### config.mk
export PLATFORM = sky130hd
export DESIGN_NAME = aud_serial_tx
export DESIGN_NICKNAME = d
export VERILOG_FILES = /design/src/rtl/aud_serial_tx.sv
export SDC_FILE = /design/constraint.sdc
export NUM_CORES = 1
export LEC_CHECK = 0
export BUFFER_PORTS_ARGS = -buffer_cell sky130_fd_sc_hd__buf_2
export CAP_MARGIN = 20
export CORE_AREA = 2 2 210 212
export CTS_CLUSTER_DIAMETER = 120
export CTS_CLUSTER_SIZE = 12
export DETAILED_ROUTE_END_ITERATION = 10
export DIE_AREA = 0 0 212 214
export PLACE_DENSITY_LB_ADDON = 0.25
export SLEW_MARGIN = 10
export SYNTH_ARGS = -nofsm -noshare
export SYNTH_HDL_FRONTEND = slang
export SYNTH_SLANG_ARGS = --single-unit
### constraint.sdc
create_clock -name clk -period 5.2 [get_ports clk]
set_input_delay 1.04 -clock clk [delete_from_list [all_inputs] [get_ports clk]]
set_output_delay 1.04 -clock clk [all_outputs]
set_load 0.02 [all_outputs]
### src/rtl/aud_serial_tx.sv
`timescale 1ns/1ps
module aud_serial_tx #(
  parameter int LANES = 4,
  parameter int SW    = 24
) (
  input  logic                    clk,
  input  logic                    rst_n,
  input  logic                    smp_valid,
  output logic                    smp_ready,
  input  logic [2*LANES*SW-1:0]   smp_data,
  input  logic [1:0]              fmt_mode,
  input  logic [4:0]              word_width,
  output logic                    sclk,
  output logic                    lrclk,
  output logic [LANES-1:0]        sdata
);
  localparam int CH     = 2 * LANES;
  localparam int SLOTS  = 32;
  localparam int FRAMES = 192;
  localparam logic [7:0] PRE_B = 8'b11101000;
  localparam logic [7:0] PRE_M = 8'b11100010;
  localparam logic [7:0] PRE_W = 8'b11100100;

  logic [6:0]       cnt;
  logic [7:0]       blk;
  logic [1:0]       mode_q;
  logic [4:0]       wid_q;
  logic [SW-1:0]    smp_q [CH];
  logic [LANES-1:0] endlvl;
  logic [LANES-1:0] just_bit, aes_bit;
  logic [SW-1:0]    word [LANES];
  logic [7:0]       pre;
  logic             dbit;
  int               k;

  logic       phase, half;
  logic [4:0] slot, wid_in;
  logic [SW-1:0] wmask;

  assign phase     = cnt[0];
  assign slot      = cnt[5:1];
  assign half      = cnt[6];
  assign wid_in    = (word_width == 5'd0 || word_width > 5'(SW)) ? 5'(SW) : word_width;
  assign wmask     = {SW{1'b1}} << (5'(SW) - wid_q);
  assign smp_ready = (cnt == 7'd127);
  assign sclk      = phase;
  assign lrclk     = (mode_q == 2'd0) ? half : ~half;
  assign pre       = half ? PRE_W : ((blk == 8'd0) ? PRE_B : PRE_M);
  assign sdata     = (mode_q == 2'd3) ? aes_bit : just_bit;

  always_ff @(posedge clk or negedge rst_n) begin
    if (!rst_n) begin
      cnt    <= '0;
      blk    <= '0;
      mode_q <= 2'd0;
      wid_q  <= 5'(SW);
      endlvl <= '0;
      for (int c = 0; c < CH; c++) smp_q[c] <= '0;
    end else begin
      cnt <= cnt + 7'd1;
      if (phase) endlvl <= aes_bit;
      if (smp_ready) begin
        mode_q <= fmt_mode;
        wid_q  <= wid_in;
        blk    <= (blk == 8'(FRAMES-1)) ? 8'd0 : blk + 8'd1;
        for (int c = 0; c < CH; c++)
          smp_q[c] <= smp_valid ? smp_data[c*SW +: SW] : '0;
      end
    end
  end

  always_comb begin
    k    = 0;
    dbit = 1'b0;
    for (int l = 0; l < LANES; l++) begin
      word[l] = (half ? smp_q[2*l+1] : smp_q[2*l]) & wmask;

      case (mode_q)
        2'd0:    k = int'(slot) - 1;
        2'd2:    k = int'(slot);
        default: k = int'(slot) - (SLOTS - int'(wid_q));
      endcase
      just_bit[l] = (k >= 0 && k < int'(wid_q)) ? word[l][SW-1-k] : 1'b0;

      if (slot <= 5'd27)      dbit = word[l][slot - 5'd4];
      else if (slot == 5'd31) dbit = ^word[l];
      else                    dbit = 1'b0;

      if (slot < 5'd4)  aes_bit[l] = pre[~{slot[1:0], phase}];
      else if (!phase)  aes_bit[l] = ~endlvl[l];
      else              aes_bit[l] = dbit ? endlvl[l] : ~endlvl[l];
    end
  end
endmodule

Yosys cells after proc, flatten, opt, wreduce, memory -nomap -nowiden. Index checks and enable logic that the tools add are counted.

Register bits after elaboration: 218. Input bits: 202. Output and inout port bits: 7. Logic and storage cells: 119.

Add/sub/neg operators: 8. $lt $le $gt $ge: 8. Equal/unequal tests: 5. Shift operators: 1. Muxes and demuxes: 65. Bitwise logic cells: 10. Reductions and logical operators: 9.

Operator list (number): $mux W24 (12); $and A24 B24 Y24 (4); $reduce_xor A24 Y1 (4); $pmux W32 S2 (1); $bmux W1 S5 (8); $mux W1 (38); $ge A32 B1 Y1 const B (1); $lt A32 B6 Y1 (1); $lt A32 B7 Y1 const B (1); $sub A6 B32 Y32 const A (1); $shl A24 B5 Y24 const A (1); $mux W4 (3); $add A8 B1 Y8 const B (1); $eq A8 B8 Y1 const B (1); $logic_not A8 Y1 (1); $mux W8 (1); $sub A6 B7 Y8 (1); $add A7 B1 Y7 const B (1); $eq A7 B7 Y1 const B (1); $sub A6 B5 Y7 const A (1); $lt A5 B6 Y1 const B (1); $sub A5 B1 Y6 const B (1); $eq A5 B5 Y1 const B (1); $gt A5 B5 Y1 const B (1); 14 further kinds (19).

Logic depth before layout (Yosys ltp). Gate-level depths: netlist of run 1.

Depth after elaboration: 10. Depth in mapped cells: 21.

Least setup slack after synthesis of run 1. OpenSTA, ideal clock, no wires.

Path kind: register -> output. Start: register wid_q[0]. End: output port sdata[1]. Data arrival time: 4.277 ns. Required time: 4.160 ns. Setup slack: -0.117 ns. Cell stages (with the launch flop): 19. Buffers on the path: 4. Cell sequence: dfrtp_1 -> buf_6 -> inv_1 -> ha_1 -> clkbuf_1 -> clkbuf_1 -> inv_1 -> fa_1 -> maj3_1 -> a21oi_1 -> xor2_1 -> mux2i_1 -> clkbuf_1 -> a211oi_1 -> a311oi_1 -> nor3_1 -> nor3_1 -> a21oi_1 -> o221ai_1.

Word-level cells in the longest chain between the ends: 10. Elaborated cells between the ends (all ways): 23.

Ends and longest elaborated chain: start: declaration (RTL line 27) `logic [4:0] wid_q;`; start signal: assignment (RTL line 56) `wid_q <= 5'(SW);`; start signal: assignment (RTL line 64) `wid_q <= wid_in;`; parallel branches: the longest is 9 deep, another holds $sub A6 B32 Y32; $mux W4 (*) (RTL line 49) `assign sdata = (mode_q == 2'd3) ? aes_bit : just_bit;`; end: declaration (RTL line 15) `output logic [LANES-1:0] sdata`.

Every way passes the cells marked *. The select of a mux whose other input is x is not followed.

Final worst setup path of run 1.
Start: register wid_q[2]. End: output port sdata[1].

The elaborated chain is that of the path after synthesis.

==> flow_metrics.env, run 1 <==
export IMPL_timing_final_ws_setup_ns=-0.03256
export IMPL_relSlewSlack_pct=32.89
export IMPL_ios=209
export IMPL_cts_path_max_buffers=3
export IMPL_comb_power_share_pct=4.4
export IMPL_drc=0
export IMPL_reg2reg_slack_ns=1.30
export IMPL_clock_root_buffer="clkbuf_16"
export IMPL_cp_max_fo=8
export IMPL_slew_viol_final=0
export IMPL_yosysWarnings=0
export IMPL_cts_buffers=22
export IMPL_async_flop_share_pct=100.0
export IMPL_sw_frac_of_total_pct=22.84
export IMPL_hold_class="flip-flop to flip-flop"
export IMPL_whs_ns=0.4625
export IMPL_powerDensity_nw_per_um2=174.0
export IMPL_die_area_sq_um=45370
export IMPL_via_per_inst=5.389
export IMPL_switching_power_mw=0.7587
export IMPL_synth_edf_count=0
export IMPL_critical_path_class="flip-flop to output pin"
export IMPL_tightest_slew_ns=1.007
export IMPL_finish_utilization_pct=44.52
export IMPL_syn_avg_cell_area_sq_um=8.192
export IMPL_row_count=76
export IMPL_grt_overflow_total=0
export IMPL_track_usage_pct=25.85
export IMPL_finalHoldViolCount=0
export IMPL_cts_sink_count=218
export IMPL_cp_startpoint="wid_q[2]"
export IMPL_first_iter_violations=1358
export IMPL_syn_nets=2036
export IMPL_ys_seq_area_share_pct=36.75
export IMPL_routedWlPerCell_microns=21.79
export IMPL_floorplan_initialDensity_pct=34.63
export IMPL_antenna_found_initial=0
export IMPL_placedCellCount=2617
export IMPL_crit_chain="buf_6, or4_4, buf_6, a31o_1, a22oi_2, buf_4, xnor2_1, xnor3_1, xnor3_1, xnor3_1, o21ai_1, o31ai_2, xnor2_1, o221ai_2, buf_4"
export IMPL_reg2reg_depth=16
export IMPL_tritoncts="done"
export IMPL_fin_nets=2332
export IMPL_violations="negative setup slack"
export IMPL_clkLatencyLatePin_ns=0.53
export IMPL_antennaDiodeCount=0
export IMPL_slowest_delay_ns=0.54
export IMPL_die_h_microns=214
export IMPL_drv_cap=0
export IMPL_h_tree_depth=1
export IMPL_startpoint_type="flip-flop"
export IMPL_power_mw=3.322
export IMPL_grt_max_degree=115
export IMPL_r2r_end="endlvl[1]"
export IMPL_drt_wl_total_mm=58.91
export IMPL_min_period_over_period_pct=100.6
export IMPL_netlist_top_cells_area="dfrtp_1, nand2_1, nand3_1, mux2i_1, xnor2_1"
export IMPL_synth_area_sq_um=14850
export IMPL_grt_pass1_wl_mm=89.42
export IMPL_die_x_microns=212
export IMPL_clk_pin_slew_ns=0.06
export IMPL_ys_flop_type="dfrtp_1"
export IMPL_endpoint_kind="output pin"
export IMPL_firstDrtPassIters=5
export IMPL_place_area_sq_um=17290
export IMPL_seqPwrFrac_pct=51.0
export IMPL_reg2reg_from="wid_q[2]"
export IMPL_grt_pass1_vias=14560
export IMPL_required_ns=4.16
export IMPL_cellInternalPower_mw=2.563
export IMPL_synth_top_area_share_pct=36.39
export IMPL_final_antenna_net_count=0
export IMPL_final_cells=2703
export IMPL_irDropWorstVdd_mv=0.1760
export IMPL_yosysTopAreaCell="dfrtp_1"
export IMPL_setup_viol=1
export IMPL_vias=14570
export IMPL_clock_skew_ns=0.02917
export IMPL_synthesis_instances=1813
export IMPL_crit_top_cell="xnor3_1"
export IMPL_drive_above_1_share_pct=28.38
export IMPL_rsz0062_at_grt="yes"
export IMPL_io_buffers=208
export IMPL_cts_hold_buf=0
export IMPL_finalInstanceArea_sq_um=19090
export IMPL_fp_coreArea_sq_um=42890
export IMPL_p_clk_share_pct=44.6
export IMPL_yosysUniqueCellTypes=100
export IMPL_crit_end="sdata[1]"
export IMPL_hpwl_mm=44.21
export IMPL_dpl_worst_slack_ns=0.1177
export IMPL_fmax_ghz=0.1911
export IMPL_fin_crit_ns=5.233
export IMPL_cpMaxStageDelayCell="or4_4"
export IMPL_nFillCells=4366
export IMPL_area_growth_synth_to_final_pct=28.55
export IMPL_ys_ff_latch=218
export IMPL_status="finished, violations left"
export IMPL_routabilityCongestion=0.9742
export IMPL_arrival_ns=4.19
export IMPL_p_leak_nw=8.142
export IMPL_fin_tns_setup_ns=-0.03256
-- cells in the mapped netlist (all sizes together), types with 4 or more instances --
library cell,number
nand2,471
nand3,228
dfrtp,216
clkbuf,99
nor2,95
mux2i,83
o21ai,75
a21oi,68
xnor2,56
buf,38
mux2,32
a211oi,29
inv,25
xor2,25
nor3,22
ha,20
a31oi,15
xnor3,13
o211ai,11
a311oi,10
nand4,10
a21o,9
nand2b,9
o21a,9
o311ai,9
and2,8
and3,8
mux4,8
o2111ai,8
o31ai,8
nor2b,7
or2,6
nor3b,5
o22ai,5
a211o,4
a21boi,4
a221oi,4
or3,4
-- kinds of logic after synthesis --
group                      synth area share, %
adders and majority gates                1.887
xor gates and xnor gates                 6.849
and+or+nand+nor                          26.28
DFF                                      36.74
buffers and inverters                    4.793
AOI/OAI and AO/OA                        14.21
muxes                                    9.233
-- critical path, delay by kind of cell (launching register included) --
family                 cells  cell delay (ns)
AO/OA/AOI/OAI              5             0.88
XOR/XNOR                   5             1.17
buffers and inverters      4             0.63
flip-flops                 1             0.44
AND/OR/NAND/NOR            1             0.54
-- cells in the final DEF, fill, tap and decap left out, drive strengths merged, types with 33 or more instances in the layout --
| cell | n |
|---|---|
| mux2i | 83 |
| nor2 | 95 |
| clkbuf | 33 |
| a21oi | 68 |
| xnor2 | 56 |
| buf | 407 |
| nand2 | 471 |
| nand3 | 228 |
| dfrtp | 216 |
| o21ai | 75 |
-- registers in the layout, summed over array words and instances (netlist names) --
name	cells
blk	8
mode_q	2
endlvl	4
wid_q	5
cnt	7
smp_q	192
-- how the worst min path moves through the flow --
stage / start / endpoint / slack [ns] / depth (start not counted)
final: smp_q[143] / smp_q[143] / 0.46 / 2
after global routing: smp_q[108] / smp_q[108] / 0.48 / 2
after floorplan: smp_q[0] / smp_q[0] / 0.43 / 2
after CTS: smp_q[143] / smp_q[143] / 0.47 / 2
after detailed placement: smp_q[143] / smp_q[143] / 0.45 / 2
after global placement: smp_q[148] / smp_q[148] / 0.45 / 2
-- layout make-up --
| type | instances | area [sq um] | area share [%] |
|---|---|---|---|
| flip-flops and latches | 218 | 5466 | 28.63 |
| well taps | 585 | 732.0 | 3.834 |
| inverters | 27 | 110.1 | 0.5767 |
| repair buffers | 408 | 2789 | 14.61 |
| clock buffers | 32 | 609.3 | 3.191 |
| clock inverters | 1 | 11.26 | 0.05898 |
| multi-input cells | 1432 | 9375 | 49.10 |
-- routing by layer --
metal	track usage, %	wire (microns)	vias to the layer above
met5	0	0	-
met4	7.160	1600	0
met3	3.299	3409	82
met2	41.27	27140	468
met1	36.66	26760	7117
li1	-	-	6899
-- power groups by stage --
stage / Sequential (mW) / Combinational (mW) / Clock [mW]
2_1_floorplan: 1.73 / 0.0221 / 0
3_3_place_gp: 1.73 / 0.147 / 0
3_5_place_dp: 1.73 / 0.150 / 0
4_1_cts: 1.70 / 0.150 / 1.53
5_1_grt: 1.69 / 0.164 / 1.60
6_report: 1.70 / 0.145 / 1.48
-- repair_timing --
item                                   in CTS  in global routing
cloned                                      2                  1
setup endpoints to repair                   4                  4
endpoints found under the hold margin       0                  0
buffers inserted                           19                 33
pin swaps                                  18                 41
gates resized for setup                    67                 95
No activity file was read; power rests on OpenSTA's default activity.
==> run 2, diff against run 1 <==
--- a/config.mk
+++ b/config.mk
@@ -13,6 +13,7 @@
 export DETAILED_ROUTE_END_ITERATION = 10
 export DIE_AREA = 0 0 212 214
 export PLACE_DENSITY_LB_ADDON = 0.25
+export SKIP_LAST_GASP = 1
 export SLEW_MARGIN = 10
 export SYNTH_ARGS = -nofsm -noshare
 export SYNTH_HDL_FRONTEND = slang
==> run 2 against run 1 <==
Wire length down 0.32%. Clock skew decreased by 0.00053 ns. Flip-flop and latch count is the same. Hold slack got worse by 0.0017 ns. Non-clock buffer count decreased by 1. Critical path type unchanged. Setup slack better by 0.0049 ns. Die area did not move. Core utilization shrank 0.20 points. The run still ends with negative setup slack left. Sequential power about the same. Critical path depth fell by 1. Combinational power about the same. Largest power group unchanged. Via count is essentially flat.
==> flow_metrics.env, run 2 (synthesis gave the netlist of run 1 again) <==
export IMPL_status="finished, violations left"
export IMPL_violations="negative setup slack"
export IMPL_fin_crit_ns=5.228
export IMPL_whs_ns=0.4608
export IMPL_top_regs="smp_q (192), blk (8), cnt (7)"
export IMPL_cpMaxStageDelayCell="or4_4"
export IMPL_setup_viol=1
export IMPL_die_h_microns=214
export IMPL_required_ns=4.16
export IMPL_irDropWorstVdd_mv=0.1774
export IMPL_drt_wl_total_mm=58.72
export IMPL_h_tree_depth=1
export IMPL_powerDensity_nw_per_um2=174.9
export IMPL_firstDrtPassIters=5
export IMPL_critical_path_class="flip-flop to output pin"
export IMPL_floorplan_initialDensity_pct=34.63
export IMPL_grt_overflow_total=0
export IMPL_finalHoldViolCount=0
export IMPL_row_count=76
export IMPL_tritoncts="done"
export IMPL_fp_coreArea_sq_um=42890
export IMPL_area_growth_synth_to_final_pct=27.96
export IMPL_timing_final_ws_setup_ns=-0.02762
export IMPL_final_cells=2702
export IMPL_fin_tns_setup_ns=-0.02762
export IMPL_cp_top_family="XOR/XNOR gates"
export IMPL_use_met3_pct=3.299
export IMPL_busiest_layer="met2"
export IMPL_routabilityCongestion=0.9742
export IMPL_endpoint_kind="output pin"
export IMPL_grt_pass1_vias=14550
export IMPL_hpwl_mm=44.21
export IMPL_grt_pass1_wl_mm=89.43
export IMPL_use_met2_pct=41.29
export IMPL_drc=0
export IMPL_cts_sink_count=218
export IMPL_reg2reg_from="wid_q[2]"
export IMPL_p_leak_nw=8.151
export IMPL_power_mw=3.323
export IMPL_worst_path_buf_inv=3
export IMPL_fmax_ghz=0.1913
export IMPL_met1_usage_pct=36.72
export IMPL_clk_pin_slew_ns=0.06
export IMPL_cp_startpoint="wid_q[2]"
export IMPL_vias=14580
export IMPL_via_per_inst=5.396
export IMPL_track_usage_pct=25.86
export IMPL_most_common_layout_cells="nand2_1, nand3_1, dfrtp_1"
export IMPL_antenna_found_initial=0
export IMPL_cp_max_fo=5
export IMPL_fin_nets=2331
export IMPL_clock_root_buffer="clkbuf_16"
export IMPL_crit_chain="buf_6, or4_4, buf_6, a31o_1, a22oi_2, xnor2_2, xnor3_1, xnor3_1, xnor3_1, o21ai_1, o31ai_2, xnor2_1, o221ai_2, buf_4"
export IMPL_min_period_over_period_pct=100.5
export IMPL_slowest_delay_ns=0.55
export IMPL_hold_class="flip-flop to flip-flop"
export IMPL_ios=209
export IMPL_regMostFlops="smp_q"
export IMPL_cts_path_max_buffers=3
export IMPL_tightest_slew_ns=0.9972
export IMPL_grt_max_degree=115
export IMPL_final_antenna_net_count=0
export IMPL_die_area_sq_um=45370
export IMPL_clkLatencyLatePin_ns=0.54
export IMPL_clock_skew_ns=0.02864
export IMPL_antennaDiodeCount=0
export IMPL_rsz0062_at_grt="yes"
export IMPL_die_x_microns=212
export IMPL_dpl_worst_slack_ns=0.1177
export IMPL_crit_top_cell="xnor3_1"
export IMPL_drv_cap=0
export IMPL_io_buffers=208
export IMPL_cts_hold_buf=0
export IMPL_routedWlPerCell_microns=21.73
export IMPL_startpoint_type="flip-flop"
export IMPL_cts_buffers=22
export IMPL_min_from="smp_q[55]"
export IMPL_final_common_cell="nand2_1"
export IMPL_slew_viol_final=0
export IMPL_placedCellCount=2617
export IMPL_relSlewSlack_pct=33.52
export IMPL_reg2reg_slack_ns=1.36
export IMPL_largest_register_ffs=192
export IMPL_drive_above_1_share_pct=28.15
export IMPL_first_iter_violations=1414
export IMPL_arrival_ns=4.19
==> run 2: changes by cell type in the layout (fill, tap and decap cells not counted), moves of 3 or more <==
cell | previous run | this run
buf_4 | 173 | 169
xnor2_2 | 5 | 9
a31oi_2 | 0 | 3
a31oi_4 | 4 | 1
nor3_1 | 15 | 18
nor3_2 | 5 | 2
xnor2_1 | 50 | 47
==> run 2: what timing repair did <==
action / in CTS / in global routing
endpoints found under the setup margin: 4 / 4
gates resized for setup: 64 / 87
endpoints found under the hold margin: 0 / 0
gates cloned: 2 / 0
buffers inserted: 19 / 35
pin swaps: 16 / 56
==> run 2: worst min-delay path, delay by kind of cell, from the launching register on <==
family,cells,cell delay (ns)
and+or+nand+nor,2,0.10
DFF,1,0.34
==> run 2: final cells by class <==
class | instances | area [sq um]
fillers | 4366 | 23880
clock buffers | 32 | 609.3
flip-flops and latches | 218 | 5466
repair buffers | 407 | 2796
well taps | 585 | 732.0
clock inverters | 1 | 11.26
multi-input cells | 1432 | 9281
inverters | 27 | 108.9
==> run 2: power breakdown <==
group,switching (mW),total (mW),internal (mW)
combinational,0.0846,0.145,0.0603
clock,0.675,1.48,0.807
sequential,0,1.70,1.70
==> run 2: worst paths after layout <==
check	end	cells past startpoint
worst max-delay path	sdata[1]	14
worst min-delay path	smp_q[55]	2
worst max register to register	endlvl[1]	15
worst min register to register	smp_q[55]	2
max in group asynchronous	smp_q[49]	2
min in group asynchronous	smp_q[122]	1
==> run 2: routing by layer <==
metal / share of wire (%) / wire, microns
met5: 0 / 0
met4: 2.9 / 1722
met3: 6.7 / 3905
met2: 46 / 27000
met1: 44 / 26090
==> run 2: per-stage QoR <==
stage          instance area [sq um]  util (%)
6_report                       19010     44.32
5_1_grt                        19010     44.32
3_3_place_gp                   17290     40.31
3_5_place_dp                   17290     40.31
2_1_floorplan                  14860         -
4_1_cts                        18360     42.82
==> run 3, diff against run 2 <==
--- a/config.mk
+++ b/config.mk
@@ -7,11 +7,14 @@
 export LEC_CHECK = 0
 export BUFFER_PORTS_ARGS = -buffer_cell sky130_fd_sc_hd__buf_2
 export CAP_MARGIN = 20
+export CELL_PAD_IN_SITES_DETAIL_PLACEMENT = 0
+export CELL_PAD_IN_SITES_GLOBAL_PLACEMENT = 1
 export CORE_AREA = 2 2 210 212
 export CTS_CLUSTER_DIAMETER = 120
 export CTS_CLUSTER_SIZE = 12
 export DETAILED_ROUTE_END_ITERATION = 10
 export DIE_AREA = 0 0 212 214
+export MAX_ROUTING_LAYER = met4
 export PLACE_DENSITY_LB_ADDON = 0.25
 export SKIP_LAST_GASP = 1
 export SLEW_MARGIN = 10
==> constraint.sdc (replaced) <==
create_clock -name clk -period 6.8 [get_ports clk]
set_input_delay 1.36 -clock clk [delete_from_list [all_inputs] [get_ports clk]]
set_output_delay 1.36 -clock clk [all_outputs]
set_load 0.02 [all_outputs]
==> run 3 against run 2 <==
The run now ends clean. Clock skew decreased by 0.011 ns. Critical path depth increased by 2. Register-to-register slack improved by 0.88 ns. Via count shrank 4.7%. Final area shrank 9.8%. Critical path type unchanged. Critical endpoint is now sdata[3]. Largest cell class unchanged. Largest power group unchanged. Highest routed layer unchanged.
==> flow_metrics.env, run 3 (synthesis gave the netlist of run 1 again) <==
export IMPL_grt_pass1_vias=13790
export IMPL_die_h_microns=214
export IMPL_clkLatencyLatePin_ns=0.53
export IMPL_post_cts_buffers=0
export IMPL_status="finished clean"
export IMPL_floorplan_initialDensity_pct=34.63
export IMPL_tightest_slew_ns=1.041
export IMPL_whs_ns=0.4600
export IMPL_clock_root_buffer="clkbuf_16"
export IMPL_multi_input_area_sq_um=8728
export IMPL_min_from="smp_q[44]"
export IMPL_rsz0062_at_grt="no"
export IMPL_critical_path_class="flip-flop to output pin"
export IMPL_final_antenna_net_count=0
export IMPL_arrival_ns=5.24
export IMPL_tritoncts="done"
export IMPL_drt_wl_total_mm=57.12
export IMPL_routabilityCongestion=0.9666
export IMPL_track_usage_pct=25.89
export IMPL_finish_utilization_pct=39.97
export IMPL_die_x_microns=212
export IMPL_antennaDiodeCount=0
export IMPL_ios=209
export IMPL_io_buffers=208
export IMPL_cts_hold_buf=0
export IMPL_relSlewSlack_pct=30.60
export IMPL_largest_register_ffs=192
export IMPL_endpoint_kind="output pin"
export IMPL_reg2reg_from="wid_q[1]"
export IMPL_antenna_found_initial=0
export IMPL_powerDensity_nw_per_um2=147.7
export IMPL_fin_tns_setup_ns=0
export IMPL_fp_coreArea_sq_um=42890
export IMPL_clock_skew_ns=0.01797
export IMPL_fin_nets=2183
export IMPL_grt_pass1_wl_mm=86.61
export IMPL_via_per_inst=5.441
export IMPL_required_ns=5.44
export IMPL_firstDrtPassIters=5
export IMPL_routedWlPerCell_microns=22.37
export IMPL_nFillCells=4430
export IMPL_finalHoldViolCount=0
export IMPL_setup_viol=0
export IMPL_startpoint_type="flip-flop"
export IMPL_cts_path_max_buffers=3
export IMPL_fmax_ghz=0.1514
export IMPL_regMostFlops="smp_q"
export IMPL_first_iter_violations=1296
export IMPL_cp_startpoint="wid_q[1]"
export IMPL_die_area_sq_um=45370
export IMPL_slew_viol_final=0
export IMPL_drv_cap=0
export IMPL_area_growth_synth_to_final_pct=15.42
export IMPL_vias=13900
export IMPL_drc=0
export IMPL_hpwl_mm=42.22
export IMPL_hold_class="flip-flop to flip-flop"
export IMPL_drive_above_1_share_pct=18.79
export IMPL_p_leak_nw=7.283
export IMPL_min_period_over_period_pct=97.12
export IMPL_clk_pin_slew_ns=0.06
export IMPL_grt_overflow_total=0
export IMPL_final_common_cell="nand2_1"
export IMPL_irDropWorstVdd_mv=0.1339
export IMPL_fin_crit_ns=6.604
export IMPL_h_tree_depth=1
export IMPL_cp_max_fo=15
export IMPL_register_area_sq_um=5463
export IMPL_top_regs="smp_q (192), blk (8), cnt (7)"
export IMPL_power_mw=2.533
export IMPL_most_common_layout_cells="nand2_1, nand3_1, dfrtp_1"
export IMPL_grt_max_degree=120
export IMPL_cts_sink_count=218
export IMPL_cts_buffers=22
export IMPL_row_count=76
[run 3: cell type report]
type / instances / area share [%]
multi-input combinational: 1431 / 50.92
sequential: 218 / 31.87
timing repair buffer: 260 / 8.707
tap: 585 / 4.270
clock buffer: 32 / 3.554
inverter: 27 / 0.6204
clock inverter: 1 / 0.06569
[run 3: path summary, 6_finish.rpt]
check	end	slack, ns	cells past startpoint
worst max-delay path	sdata[3]	0.20	16
worst min-delay path	smp_q[44]	0.46	2
worst max register to register	endlvl[1]	2.24	15
worst min register to register	smp_q[44]	0.46	2
max in group asynchronous	smp_q[148]	4.75	2
min in group asynchronous	smp_q[41]	0.90	1
[run 3: worst max-delay path, cell delays in order, from the launching register on]
cell and delay [ns]:
dfrtp_1 0.54, inv_1 0.25, ha_1 0.84, inv_1 0.22, buf_4 0.23, nor2_1 0.12
o211a_2 0.39, nor2_1 0.15, xnor3_1 0.42, xor2_1 0.24, xnor2_1 0.18, xnor2_1 0.15
buf_4 0.15, o21ai_1 0.10, and3b_1 0.21, o31ai_1 0.29, buf_2 0.23
[run 3: through the flow]
stage	instances	cell area [sq um]	setup slack [ns]
final	2554	17140	0.1961
after global routing	2554	17140	0.02266
after CTS	2554	17120	0.1696
after detailed placement	2521	16500	0.5259
after global placement	2521	16500	0.6089
after floorplan	1813	14850	1.163
[run 3: repair_timing]
action | 4_1_cts | 5_1_grt
cloned | 0 | 0
resized for setup | 1 | 4
pin swaps | 0 | 0
endpoints found under the setup margin | 3 | 4
[run 3: per-layer routing]
| layer | vias to the layer above | GRT usage [%] | routed length, microns |
|---|---|---|---|
| met5 | - | - | 0 |
| met4 | 0 | 6.643 | 1419 |
| met3 | 76 | 3.650 | 3421 |
| met2 | 433 | 38.36 | 25230 |
| met1 | 6789 | 37.00 | 27060 |
| li1 | 6598 | - | - |
[run 3: where the power goes]
| part | total (mW) | switching, mW | internal (mW) |
|---|---|---|---|
| Clock | 1.12 | 0.508 | 0.617 |
| Combinational | 0.111 | 0.0658 | 0.0454 |
| Sequential | 1.30 | 0 | 1.30 |
| Total | 2.53 | 0.574 | 1.96 |
